===== config.mk =====
export PLATFORM = sky130hd
export DESIGN_NAME = frame_sync_detector
export DESIGN_NICKNAME = d
export VERILOG_FILES = /design/src/rtl/fsd_pkg.sv /design/src/rtl/fsd_alt_run.sv /design/src/rtl/fsd_sync_match.sv /design/src/rtl/fsd_window_timer.sv /design/src/rtl/frame_sync_detector.sv
export SDC_FILE = /design/constraint.sdc
export NUM_CORES = 1
export LEC_CHECK = 0
export BUFFER_PORTS_ARGS = -buffer_cell sky130_fd_sc_hd__buf_2
export CAP_MARGIN = 40
export CORE_MARGIN = 2
export CORE_UTILIZATION = 53
export CTS_BUF_LIST = sky130_fd_sc_hd__clkbuf_16
export DETAILED_ROUTE_END_ITERATION = 6
export HOLD_SLACK_MARGIN = 0.15
export PLACE_DENSITY = 0.77
export SETUP_SLACK_MARGIN = 0.02
export SYNTH_ARGS = -nofsm -noshare
export SYNTH_HDL_FRONTEND = slang
export SYNTH_SLANG_ARGS = --single-unit

===== constraint.sdc =====
create_clock -name clk -period 4.6 [get_ports clk]
set_clock_uncertainty 0.05 [all_clocks]
set_input_delay 0.69 -clock clk [delete_from_list [all_inputs] [get_ports clk]]
set_output_delay 0.69 -clock clk [all_outputs]
set_load 0.01 [all_outputs]

===== src/rtl/fsd_pkg.sv =====
package fsd_pkg;

    localparam int DET_W       = 5;
    localparam int LEN_W       = 9;
    localparam int RUN_W       = 8;
    localparam int RUN_MAX     = (1 << RUN_W) - 1;

    typedef enum logic [1:0] {
        ST_HUNT = 2'd0,
        ST_SYNC = 2'd1,
        ST_LOCK = 2'd2
    } fsd_state_e;

    typedef struct packed {
        logic       pre_ev;
        logic       sync_ev;
        fsd_state_e nxt;
    } fsd_decision_t;

    // Threshold in bits; a zero setting means one nibble.
    function automatic logic [RUN_W-1:0] thr_bits(input logic [DET_W-1:0] nib);
        logic [RUN_W-1:0] r;
        if (nib == '0) r = RUN_W'(4);
        else           r = RUN_W'({nib, 2'b00});
        return r;
    endfunction

    // Sync search window in bits.
    function automatic logic [LEN_W+3:0] window_bits(
        input logic [LEN_W-1:0] pre_nib,
        input logic [DET_W-1:0] det_nib,
        input logic [1:0]       len_code,
        input int unsigned      margin
    );
        logic [LEN_W+3:0] gap;
        logic [LEN_W+3:0] sbits;
        if (pre_nib > LEN_W'(det_nib))
            gap = (LEN_W+4)'(pre_nib - LEN_W'(det_nib)) << 2;
        else
            gap = '0;
        sbits = (LEN_W+4)'({len_code, 3'b000}) + (LEN_W+4)'(8);
        return gap + sbits + (LEN_W+4)'(margin);
    endfunction

endpackage


===== src/rtl/fsd_alt_run.sv =====
module fsd_alt_run
    import fsd_pkg::*;
(
    input  logic             clk,
    input  logic             rst,
    input  logic             enable,
    input  logic             bit_valid,
    input  logic             bit_in,
    input  logic [RUN_W-1:0] thr,
    output logic             hit
);
    logic             prev_bit;
    logic             have_prev;
    logic [RUN_W-1:0] run_q;
    logic [RUN_W-1:0] run_d;

    always_comb begin
        if (!have_prev || bit_in == prev_bit)
            run_d = RUN_W'(1);
        else if (run_q == RUN_W'(RUN_MAX))
            run_d = run_q;
        else
            run_d = run_q + RUN_W'(1);
    end

    assign hit = enable && bit_valid && (run_d >= thr);

    always_ff @(posedge clk) begin
        if (rst || !enable) begin
            prev_bit  <= 1'b0;
            have_prev <= 1'b0;
            run_q     <= '0;
        end else if (bit_valid) begin
            prev_bit  <= bit_in;
            have_prev <= 1'b1;
            run_q     <= run_d;
        end
    end

    // a run never grows by more than one per accepted bit
    a_r3_run_step: assert property (@(posedge clk) disable iff (rst)
        (enable && bit_valid && have_prev && run_q != RUN_W'(RUN_MAX)) |=>
            (run_q <= $past(run_q) + RUN_W'(1)));

endmodule


===== src/rtl/fsd_sync_match.sv =====
module fsd_sync_match #(
    parameter int SYNC_BYTES = 4,
    parameter int CODE_W     = 2
) (
    input  logic                    clk,
    input  logic                    rst,
    input  logic                    bit_valid,
    input  logic                    bit_in,
    input  logic [CODE_W-1:0]       len_code,
    input  logic [8*SYNC_BYTES-1:0] word,
    output logic                    match
);
    localparam int SYNC_BITS = 8 * SYNC_BYTES;

    logic [SYNC_BITS-1:0]  hist_q;
    logic [SYNC_BITS-1:0]  hist_d;
    logic [SYNC_BYTES-1:0] len_hit;

    assign hist_d = {hist_q[SYNC_BITS-2:0], bit_in};

    for (genvar g = 0; g < SYNC_BYTES; g++) begin : g_len
        localparam int NB = 8 * (g + 1);
        assign len_hit[g] = (hist_d[NB-1:0] == word[SYNC_BITS-1 -: NB]);
    end

    assign match = bit_valid && len_hit[len_code];

    always_ff @(posedge clk) begin
        if (rst)            hist_q <= '0;
        else if (bit_valid) hist_q <= hist_d;
    end

    // history only moves on accepted bits
    a_r10_hist_hold: assert property (@(posedge clk) disable iff (rst)
        !bit_valid |=> $stable(hist_q));

endmodule


===== src/rtl/fsd_window_timer.sv =====
module fsd_window_timer #(
    parameter int W = 13
) (
    input  logic         clk,
    input  logic         rst,
    input  logic         clear,
    input  logic         step,
    input  logic [W-1:0] limit,
    output logic         expire
);
    logic [W-1:0] cnt_q;
    logic [W-1:0] cnt_inc;

    assign cnt_inc = cnt_q + W'(1);
    assign expire  = step && (cnt_inc >= limit);

    always_ff @(posedge clk) begin
        if (rst || clear) cnt_q <= '0;
        else if (step)    cnt_q <= cnt_inc;
    end

    // count restarts from zero when the window is closed
    a_r6_clear_zero: assert property (@(posedge clk) disable iff (rst)
        clear |=> (cnt_q == '0));

endmodule


===== src/rtl/frame_sync_detector.sv =====
module frame_sync_detector
    import fsd_pkg::*;
#(
    parameter int SYNC_BYTES  = 4,
    parameter int MARGIN_BITS = 8
) (
    input  logic                        clk,
    input  logic                        rst,
    input  logic                        bit_valid,
    input  logic                        bit_in,
    input  logic [DET_W-1:0]            cfg_det_nib,
    input  logic [LEN_W-1:0]            cfg_pre_nib,
    input  logic [$clog2(SYNC_BYTES)-1:0] cfg_sync_len,
    input  logic [8*SYNC_BYTES-1:0]     cfg_sync_word,
    input  logic                        cfg_skip_sync,
    input  logic                        cfg_continuous,
    output logic                        pre_valid,
    output logic                        sync_ok,
    output logic                        slow_gain,
    output logic [1:0]                  state_o
);
    localparam int CODE_W = $clog2(SYNC_BYTES);
    localparam int WIN_W  = LEN_W + 4;

    fsd_state_e    state_q;
    fsd_decision_t dec;
    logic          run_hit;
    logic          sync_match;
    logic          win_expire;
    logic          win_step;
    logic [WIN_W-1:0] win_limit;

    assign win_limit = window_bits(cfg_pre_nib, cfg_det_nib, 2'(cfg_sync_len), MARGIN_BITS);
    assign win_step  = bit_valid && (state_q == ST_SYNC) && !cfg_skip_sync;

    fsd_alt_run u_run (
        .clk       (clk),
        .rst       (rst),
        .enable    (state_q == ST_HUNT),
        .bit_valid (bit_valid),
        .bit_in    (bit_in),
        .thr       (thr_bits(cfg_det_nib)),
        .hit       (run_hit)
    );

    fsd_sync_match #(.SYNC_BYTES(SYNC_BYTES), .CODE_W(CODE_W)) u_match (
        .clk       (clk),
        .rst       (rst),
        .bit_valid (bit_valid),
        .bit_in    (bit_in),
        .len_code  (cfg_sync_len),
        .word      (cfg_sync_word),
        .match     (sync_match)
    );

    fsd_window_timer #(.W(WIN_W)) u_win (
        .clk    (clk),
        .rst    (rst),
        .clear  (state_q != ST_SYNC),
        .step   (win_step),
        .limit  (win_limit),
        .expire (win_expire)
    );

    always_comb begin
        dec.pre_ev  = 1'b0;
        dec.sync_ev = 1'b0;
        dec.nxt     = state_q;
        unique case (state_q)
            ST_HUNT: begin
                if (run_hit) begin
                    dec.pre_ev = 1'b1;
                    dec.nxt    = ST_SYNC;
                end
            end
            ST_SYNC: begin
                if (!cfg_skip_sync && bit_valid) begin
                    if (sync_match) begin
                        dec.sync_ev = 1'b1;
                        dec.nxt     = cfg_continuous ? ST_LOCK : ST_HUNT;
                    end else if (win_expire) begin
                        dec.nxt = ST_HUNT;
                    end
                end
            end
            default: dec.nxt = ST_LOCK;
        endcase
    end

    always_ff @(posedge clk) begin
        if (rst) begin
            state_q   <= ST_HUNT;
            pre_valid <= 1'b0;
            sync_ok   <= 1'b0;
            slow_gain <= 1'b0;
        end else begin
            state_q   <= dec.nxt;
            pre_valid <= dec.pre_ev;
            sync_ok   <= dec.sync_ev;
            slow_gain <= (dec.nxt != ST_HUNT);
        end
    end

    assign state_o = state_q;

    a_r2_pre_single: assert property (@(posedge clk) disable iff (rst)
        pre_valid |=> !pre_valid);

    a_r5_sync_single: assert property (@(posedge clk) disable iff (rst)
        sync_ok |=> !sync_ok);

    a_r7_gain_rise: assert property (@(posedge clk) disable iff (rst)
        $rose(slow_gain) |-> pre_valid);

    a_r8_skip_hold: assert property (@(posedge clk) disable iff (rst)
        (state_q == ST_SYNC && cfg_skip_sync) |=> (state_o == 2'd1 && !sync_ok));

    a_r9_lock_sticky: assert property (@(posedge clk) disable iff (rst)
        (state_q == ST_LOCK) |=> (state_o == 2'd2 && slow_gain && !pre_valid && !sync_ok));

    a_r10_idle_quiet: assert property (@(posedge clk) disable iff (rst)
        !bit_valid |=> ($stable(state_o) && !pre_valid && !sync_ok));

    a_r11_state_legal: assert property (@(posedge clk) disable iff (rst)
        state_o != 2'd3);

endmodule


==> results.py, run 1 <==
metrics = {
    "clock_tree": {
        "clock_latency_ps": 320,
        "clockBufferDepth": 2,
        "h-tree-depth": 3,
        "cts_sinks": 59,
        "cts_tree": "done",
        "path_clk_slew_ps": 50,
        "cts_root_buffer": "clkbuf_16",
        "numCtsBuffers": 9,
    },
    "placed_design": {
        "placed_cell_area_um2": 4959,
        "dp_hpwl_um": 8473,
        "gp_congestion": 0.9019,
        "dp_cells": 689,
        "pre_cts_slack_ps": -742.2,
        "io_buffers": 58,
    },
    "floorplanning": {
        "dieArea_um2": 9144,
        "io_pins": 59,
        "die_y_um": 95.63,
        "start_util": 0.5442,
        "die_w_um": 95.63,
        "core_area_um2": 8175,
        "rows": 33,
    },
    "grt": {
        "grt_pass1_vias": 3813,
        "antenna_found_initial": 0,
        "gr-total-overflow": 0,
        "grt_max_degree": 45,
        "gr-usage-all-layers": 0.2600,
        "grt_pass1_wl_um": 18470,
    },
    "timing": {
        "slew_headroom": 0.5092,
        "finalSetupViolCount": 2,
        "hold_viol": 0,
        "whs_ps": 430.2,
        "fin_crit_ps": 4711,
        "slew_viol_final": 0,
        "rsz0062_at_grt": "true",
        "worst_slew_pin_slew_ps": 733.5,
        "max_freq_ghz": 0.2123,
        "worst_slack_ps": -111.2,
        "period_share": 1.024,
    },
    "synth": {
        "ys_async_sr_fraction": 0,
        "synth_edf_count": 0,
        "netlist_instances": 533,
        "synthesis.area_um2": 4449,
        "ys_types": 55,
        "synthesis.nets": 617,
        "yosysWarnings": 0,
        "yosys_most_used_dff": "dfxtp_1",
        "synth_seq_area_share": 0.2655,
        "synth.avg_cell_area_um2": 8.348,
        "yosys_register_bits": 59,
    },
    "hold_path": {
        "holdCritPathClass": "flip-flop to flip-flop",
        "hold_end": "u_run.prev_bit$_SDFFE_PP0P_",
        "hp-start": "u_run.prev_bit$_SDFFE_PP0P_",
        "holdPathStages": 2,
    },
    "setup_path": {
        "path_class": "input pin to flip-flop",
        "required_ps": 4810,
        "r2r-start": "u_win.cnt_q[0]$_SDFFE_PP0P_",
        "r2r_slack_ps": 1400,
        "cp.arrival_ps": 4930,
        "r2r-end": "slow_gain$_SDFF_PP0_",
        "rr_worst_depth": 13,
        "start_kind": "input pin",
        "endpoint_kind": "flip-flop",
        "cp_max_fo": 2,
    },
    "detailed_routing": {
        "routedWlPerCell_um": 15.90,
        "drc": 0,
        "vias_per_cell": 5.499,
        "first_pass_iters": 4,
        "vias": 3948,
        "routed_wl_um": 11420,
        "ant_nets": 0,
        "initialDrtViolationCount": 271,
    },
    "cells_and_area": {
        "num_antenna_cells": 0,
        "final_common_cell": "nor2_1",
        "final_cell_mix": "nor2_1 (67), xor2_1 (65), dfxtp_1 (59)",
        "syn_to_final_growth_pct": 22.86,
        "final_util": 0.6687,
        "final_nets": 693,
        "finalNonFillerCells": 718,
        "final_area_um2": 5466,
        "final_layout_size_suffix_gt1_frac": 0.2268,
    },
    "power_and_ir_drop": {
        "vdd_drop_max_uv": 213.5,
        "power_density_nw_per_um2": 282.0,
        "power_leakage_nw": 2.456,
    },
    "run_status": {
        "status": "finished, violations left",
        "violations": "setup timing",
    },
    "run": {
        "drv_cap": 0,
    },
}
[flip-flops by register name (all words and copies together) (netlist names)]
| register | cells |
|---|---|
| u_match.hist_q | 31 |
| u_run.run_q | 8 |
| sync_ok | 1 |
| u_win.cnt_q | 13 |
| pre_valid | 1 |
| u_run.prev_bit | 1 |
| slow_gain | 1 |
| u_run.have_prev | 1 |
| state_o | 2 |
[area by class of cell]
cell class              instances  area (µm²)
clock buffers                   9       225.2
clock inverters                 6       81.33
fillers                       682        2709
inverters                      23       101.3
multi-input cells             421        3168
flip-flops and latches         59        1181
well taps                     105       131.4
repair buffers                 95       578.1
[report_power, final]
part / internal, mW / total, mW / switching, mW / leakage, nW
sequential: 0.516 / 0.522 / 0.00588 / 0.476
clock: 0.466 / 0.693 / 0.227 / 0.149
combinational: 0.157 / 0.327 / 0.170 / 1.83
[what timing repair did]
action / CTS / global route
hold buffers: 0 / 0
setup buffers: 10 / 4
pin swaps: 16 / 12
endpoints found under the setup margin: 2 / 2
gates resized for setup: 6 / 10
[kinds of logic after synthesis]
family                   synth area share
AO/OA/AOI/OAI                      0.1007
multiplexers                      0.07452
XOR/XNOR                           0.2182
flip-flops                         0.2655
AND/OR/NAND/NOR                    0.2011
adder cells (fa/ha/maj)           0.08774
buffers and inverters             0.05230
[worst max path at each step]
stage | to | start | slack, ps | depth (start not counted)
after floorplan | slow_gain$_SDFF_PP0_ | cfg_pre_nib[0] | -200 | 23
final | slow_gain$_SDFF_PP0_ | cfg_pre_nib[0] | -110 | 24
after global placement | slow_gain$_SDFF_PP0_ | cfg_pre_nib[0] | -520 | 24
after CTS | slow_gain$_SDFF_PP0_ | cfg_pre_nib[0] | -120 | 24
after global routing | slow_gain$_SDFF_PP0_ | cfg_pre_nib[0] | -260 | 24
after detailed placement | slow_gain$_SDFF_PP0_ | cfg_pre_nib[0] | -740 | 24
[critical path, cell delays in order]
cell and delay, ps:
buf_8 110, inv_12 40, ha_4 120, inv_2 40
fa_2 350, a21o_1 170, a21oi_2 160, nand2b_4 160
a21oi_4 50, nand2_2 80, ha_4 200, inv_4 50
ha_4 120, inv_2 40, fa_2 410, a211oi_4 270
mux2_4 330, nor4bb_2 270, ha_1 290, a21o_1 160
a21o_1 180, a2111oi_4 330, a211o_1 190, or2_1 90
[metrics by stage]
stage	setup TNS, ps	total power [mW]
5_1_grt	-409.6	1.610
6_report	-133.8	1.542
2_1_floorplan	-326.5	0.7097
3_3_place_gp	-964.8	0.7994
4_1_cts	-144.5	1.523
3_5_place_dp	-1389	0.8109
[synth_stat cells (2+ instances only)]
cell       instances  area share
or4_1              2      0.0034
a21o_1             6       0.010
xor2_1            65        0.13
nor2_1            67       0.057
nand2_1           29       0.024
nand3_1           20       0.022
buf_6              4       0.010
clkbuf_1          22       0.019
mux2i_1           32       0.072
a31oi_1            2      0.0028
inv_1             22       0.019
o21a_1             3      0.0051
and2_1             4      0.0056
buf_2              3      0.0034
o2111ai_1          2      0.0039
or3_1              6      0.0084
a211oi_1           2      0.0034
nor3_1             8      0.0090
nor2b_1            3      0.0042
nand2b_1           5      0.0070
ha_1              28       0.079
xnor2_1           44       0.087
a21oi_1           24       0.027
nand4_1           14       0.020
o211ai_1           2      0.0034
nor4_2             2      0.0056
fa_1               2      0.0090
nor4_1            11       0.015
dfxtp_1           59        0.27
and3_1             4      0.0056
o21ai_0           12       0.013
[metal layers]
layer / share of wire / up-vias / track usage
met1: 0.44 / 1857 / 0.3277
li1: - / 1968 / -
met4: 0.021 / 0 / 0.07262
met2: 0.48 / 102 / 0.4499
met5: 0 / - / 0
met3: 0.054 / 21 / 0.05138
No activity file was read; power rests on OpenSTA's default activity.
==> run 2: changes to the inputs <==
CTS_BUF_LIST = unset   (was sky130_fd_sc_hd__clkbuf_16)
==> results.py, run 2 (synthesis gave the netlist of run 1 again) <==
metrics = {
    "power_and_ir_drop": {
        "vdd_drop_max_uv": 150.2,
        "power_leakage_nw": 2.416,
        "power_density_nw_per_um2": 254.7,
        "finalPower_mw": 1.369,
    },
    "grt": {
        "antenna_found_initial": 0,
        "grt_max_degree": 45,
        "gr-usage-all-layers": 0.2589,
        "grt_pass1_wl_um": 18400,
        "grt_pass1_vias": 3827,
        "gr-total-overflow": 0,
    },
    "placed_design": {
        "gp_congestion": 0.9019,
        "dp_hpwl_um": 8473,
        "pre_cts_slack_ps": -742.2,
        "placed_cell_area_um2": 4959,
        "io_buffers": 58,
    },
    "cells_and_area": {
        "final_layout_size_suffix_gt1_frac": 0.2284,
        "syn_to_final_growth_pct": 20.81,
        "final_common_cell": "nor2_1",
        "fill_cells": 698,
        "final_area_um2": 5375,
        "regMostFlops": "u_match.hist_q",
        "largest_reg_flops": 31,
        "final_cell_mix": "nor2_1 (67), xor2_1 (65), dfxtp_1 (59)",
        "num_antenna_cells": 0,
        "final_nets": 693,
        "top_regs": "u_match.hist_q: 31 flops, u_win.cnt_q: 13 flops, u_run.run_q: 8 flops",
    },
    "setup_path": {
        "required_ps": 4830,
        "cp_top_family": "adder cells",
        "path_cells": "buf_8, inv_12, ha_4, inv_2, fa_2, a21o_1, a21oi_2, nand2b_4, a21oi_4, nand2_2, ha_4, inv_4, ha_4, inv_2, fa_2, a211oi_4, mux2_4, nor4bb_2, ha_1, a21o_1, a21o_1, a2111oi_4, a211o_1, or2_1",
        "critPathMaxStageDelay_ps": 420,
        "cp_max_fo": 2,
        "start_kind": "input pin",
        "cp_slowest_cell": "fa_2",
        "endpoint_kind": "flip-flop",
        "path_class": "input pin to flip-flop",
        "crit_buf_inv": 5,
        "cp.arrival_ps": 4930,
    },
    "timing": {
        "whs_ps": 432.1,
        "slew_headroom": 0.4996,
        "period_share": 1.022,
        "rsz0062_at_grt": "true",
        "finalSetupViolCount": 2,
        "max_freq_ghz": 0.2128,
        "worst_slew_pin_slew_ps": 747.8,
        "worst_slack_ps": -99.58,
        "hold_viol": 0,
        "tns_ps": -110.5,
        "slew_viol_final": 0,
        "fin_crit_ps": 4700,
    },
    "clock_tree": {
        "cts_tree": "done",
        "cts_sinks": 59,
        "clock_latency_ps": 340,
        "h-tree-depth": 3,
        "numCtsBuffers": 9,
        "cts_root_buffer": "clkbuf_8",
        "path_clk_slew_ps": 70,
        "clockBufferDepth": 2,
        "cts_hold_buf": 0,
    },
    "floorplanning": {
        "die_w_um": 95.63,
        "die_y_um": 95.63,
        "io_pins": 59,
        "rows": 33,
        "start_util": 0.5442,
        "dieArea_um2": 9144,
        "core_area_um2": 8175,
    },
    "run_status": {
        "status": "finished, violations left",
        "violations": "setup timing",
    },
    "detailed_routing": {
        "routed_wl_um": 11330,
        "vias_per_cell": 5.492,
        "ant_nets": 0,
        "initialDrtViolationCount": 245,
        "drc": 0,
        "first_pass_iters": 4,
        "routedWlPerCell_um": 15.78,
        "vias": 3943,
    },
    "run": {
        "drv_cap": 0,
    },
    "hold_path": {
        "holdCritPathClass": "flip-flop to flip-flop",
    },
}
run 2: changes by cell type in the layout (fill, tap and decap cells not counted), sizes merged:
cell    before  now
clkinv       4    3
clkbuf       9   10
run 2: power breakdown:
part,internal (mW),switching [mW],total (mW)
logic,0.157,0.170,0.326
clock network,0.315,0.207,0.522
registers,0.515,0.00589,0.521
run 2: timing repair:
item / in CTS / in global routing
pin swaps: 16 / 12
gates resized for setup: 6 / 10
buffers inserted: 10 / 4
setup endpoints to repair: 2 / 2
run 2: layout make-up:
type                            count  area [µm²]  area share
Inverter                           23       101.3     0.01885
Multi-Input combinational cell    421        3168      0.5894
Clock inverter                      5       77.57     0.01443
Tap cell                          105       131.4     0.02444
Clock buffer                       10       137.6     0.02561
Timing Repair Buffer               95       578.1      0.1075
Sequential cell                    59        1181      0.2197
run 2: through the flow:
stage	util	cells
finish	0.6575	718
global route	0.6575	718
CTS	0.6462	714
detailed placement	0.6065	689
global placement	0.6065	689
floorplan	-	533
run 2: worst reg2reg max path: cells and delay by family (launching register included):
kind / cells / cell delay (ps)
fa+ha+maj: 2 / 570
xor+xnor: 1 / 160
compound gates: 3 / 540
flops: 1 / 400
simple gates: 7 / 1350
run 2: per-layer routing:
metal,vias to the layer above,track usage,wire length (µm)
met5,-,0,0
met4,0,0.06429,204
met3,21,0.05850,725
met2,110,0.4510,5486
met1,1849,0.3225,4914
li1,1963,-,-
run 2: path summary, 6_finish.rpt:
| kind | start | endpoint | slack, ps | cells past startpoint |
|---|---|---|---|---|
| max | cfg_pre_nib[0] | slow_gain$_SDFF_PP0_ | -100 | 24 |
| min | u_run.prev_bit$_SDFFE_PP0P_ | u_run.prev_bit$_SDFFE_PP0P_ | 430 | 2 |
| max reg2reg | u_win.cnt_q[0]$_SDFFE_PP0P_ | slow_gain$_SDFF_PP0_ | 1410 | 13 |
| min reg2reg | u_run.prev_bit$_SDFFE_PP0P_ | u_run.prev_bit$_SDFFE_PP0P_ | 430 | 2 |
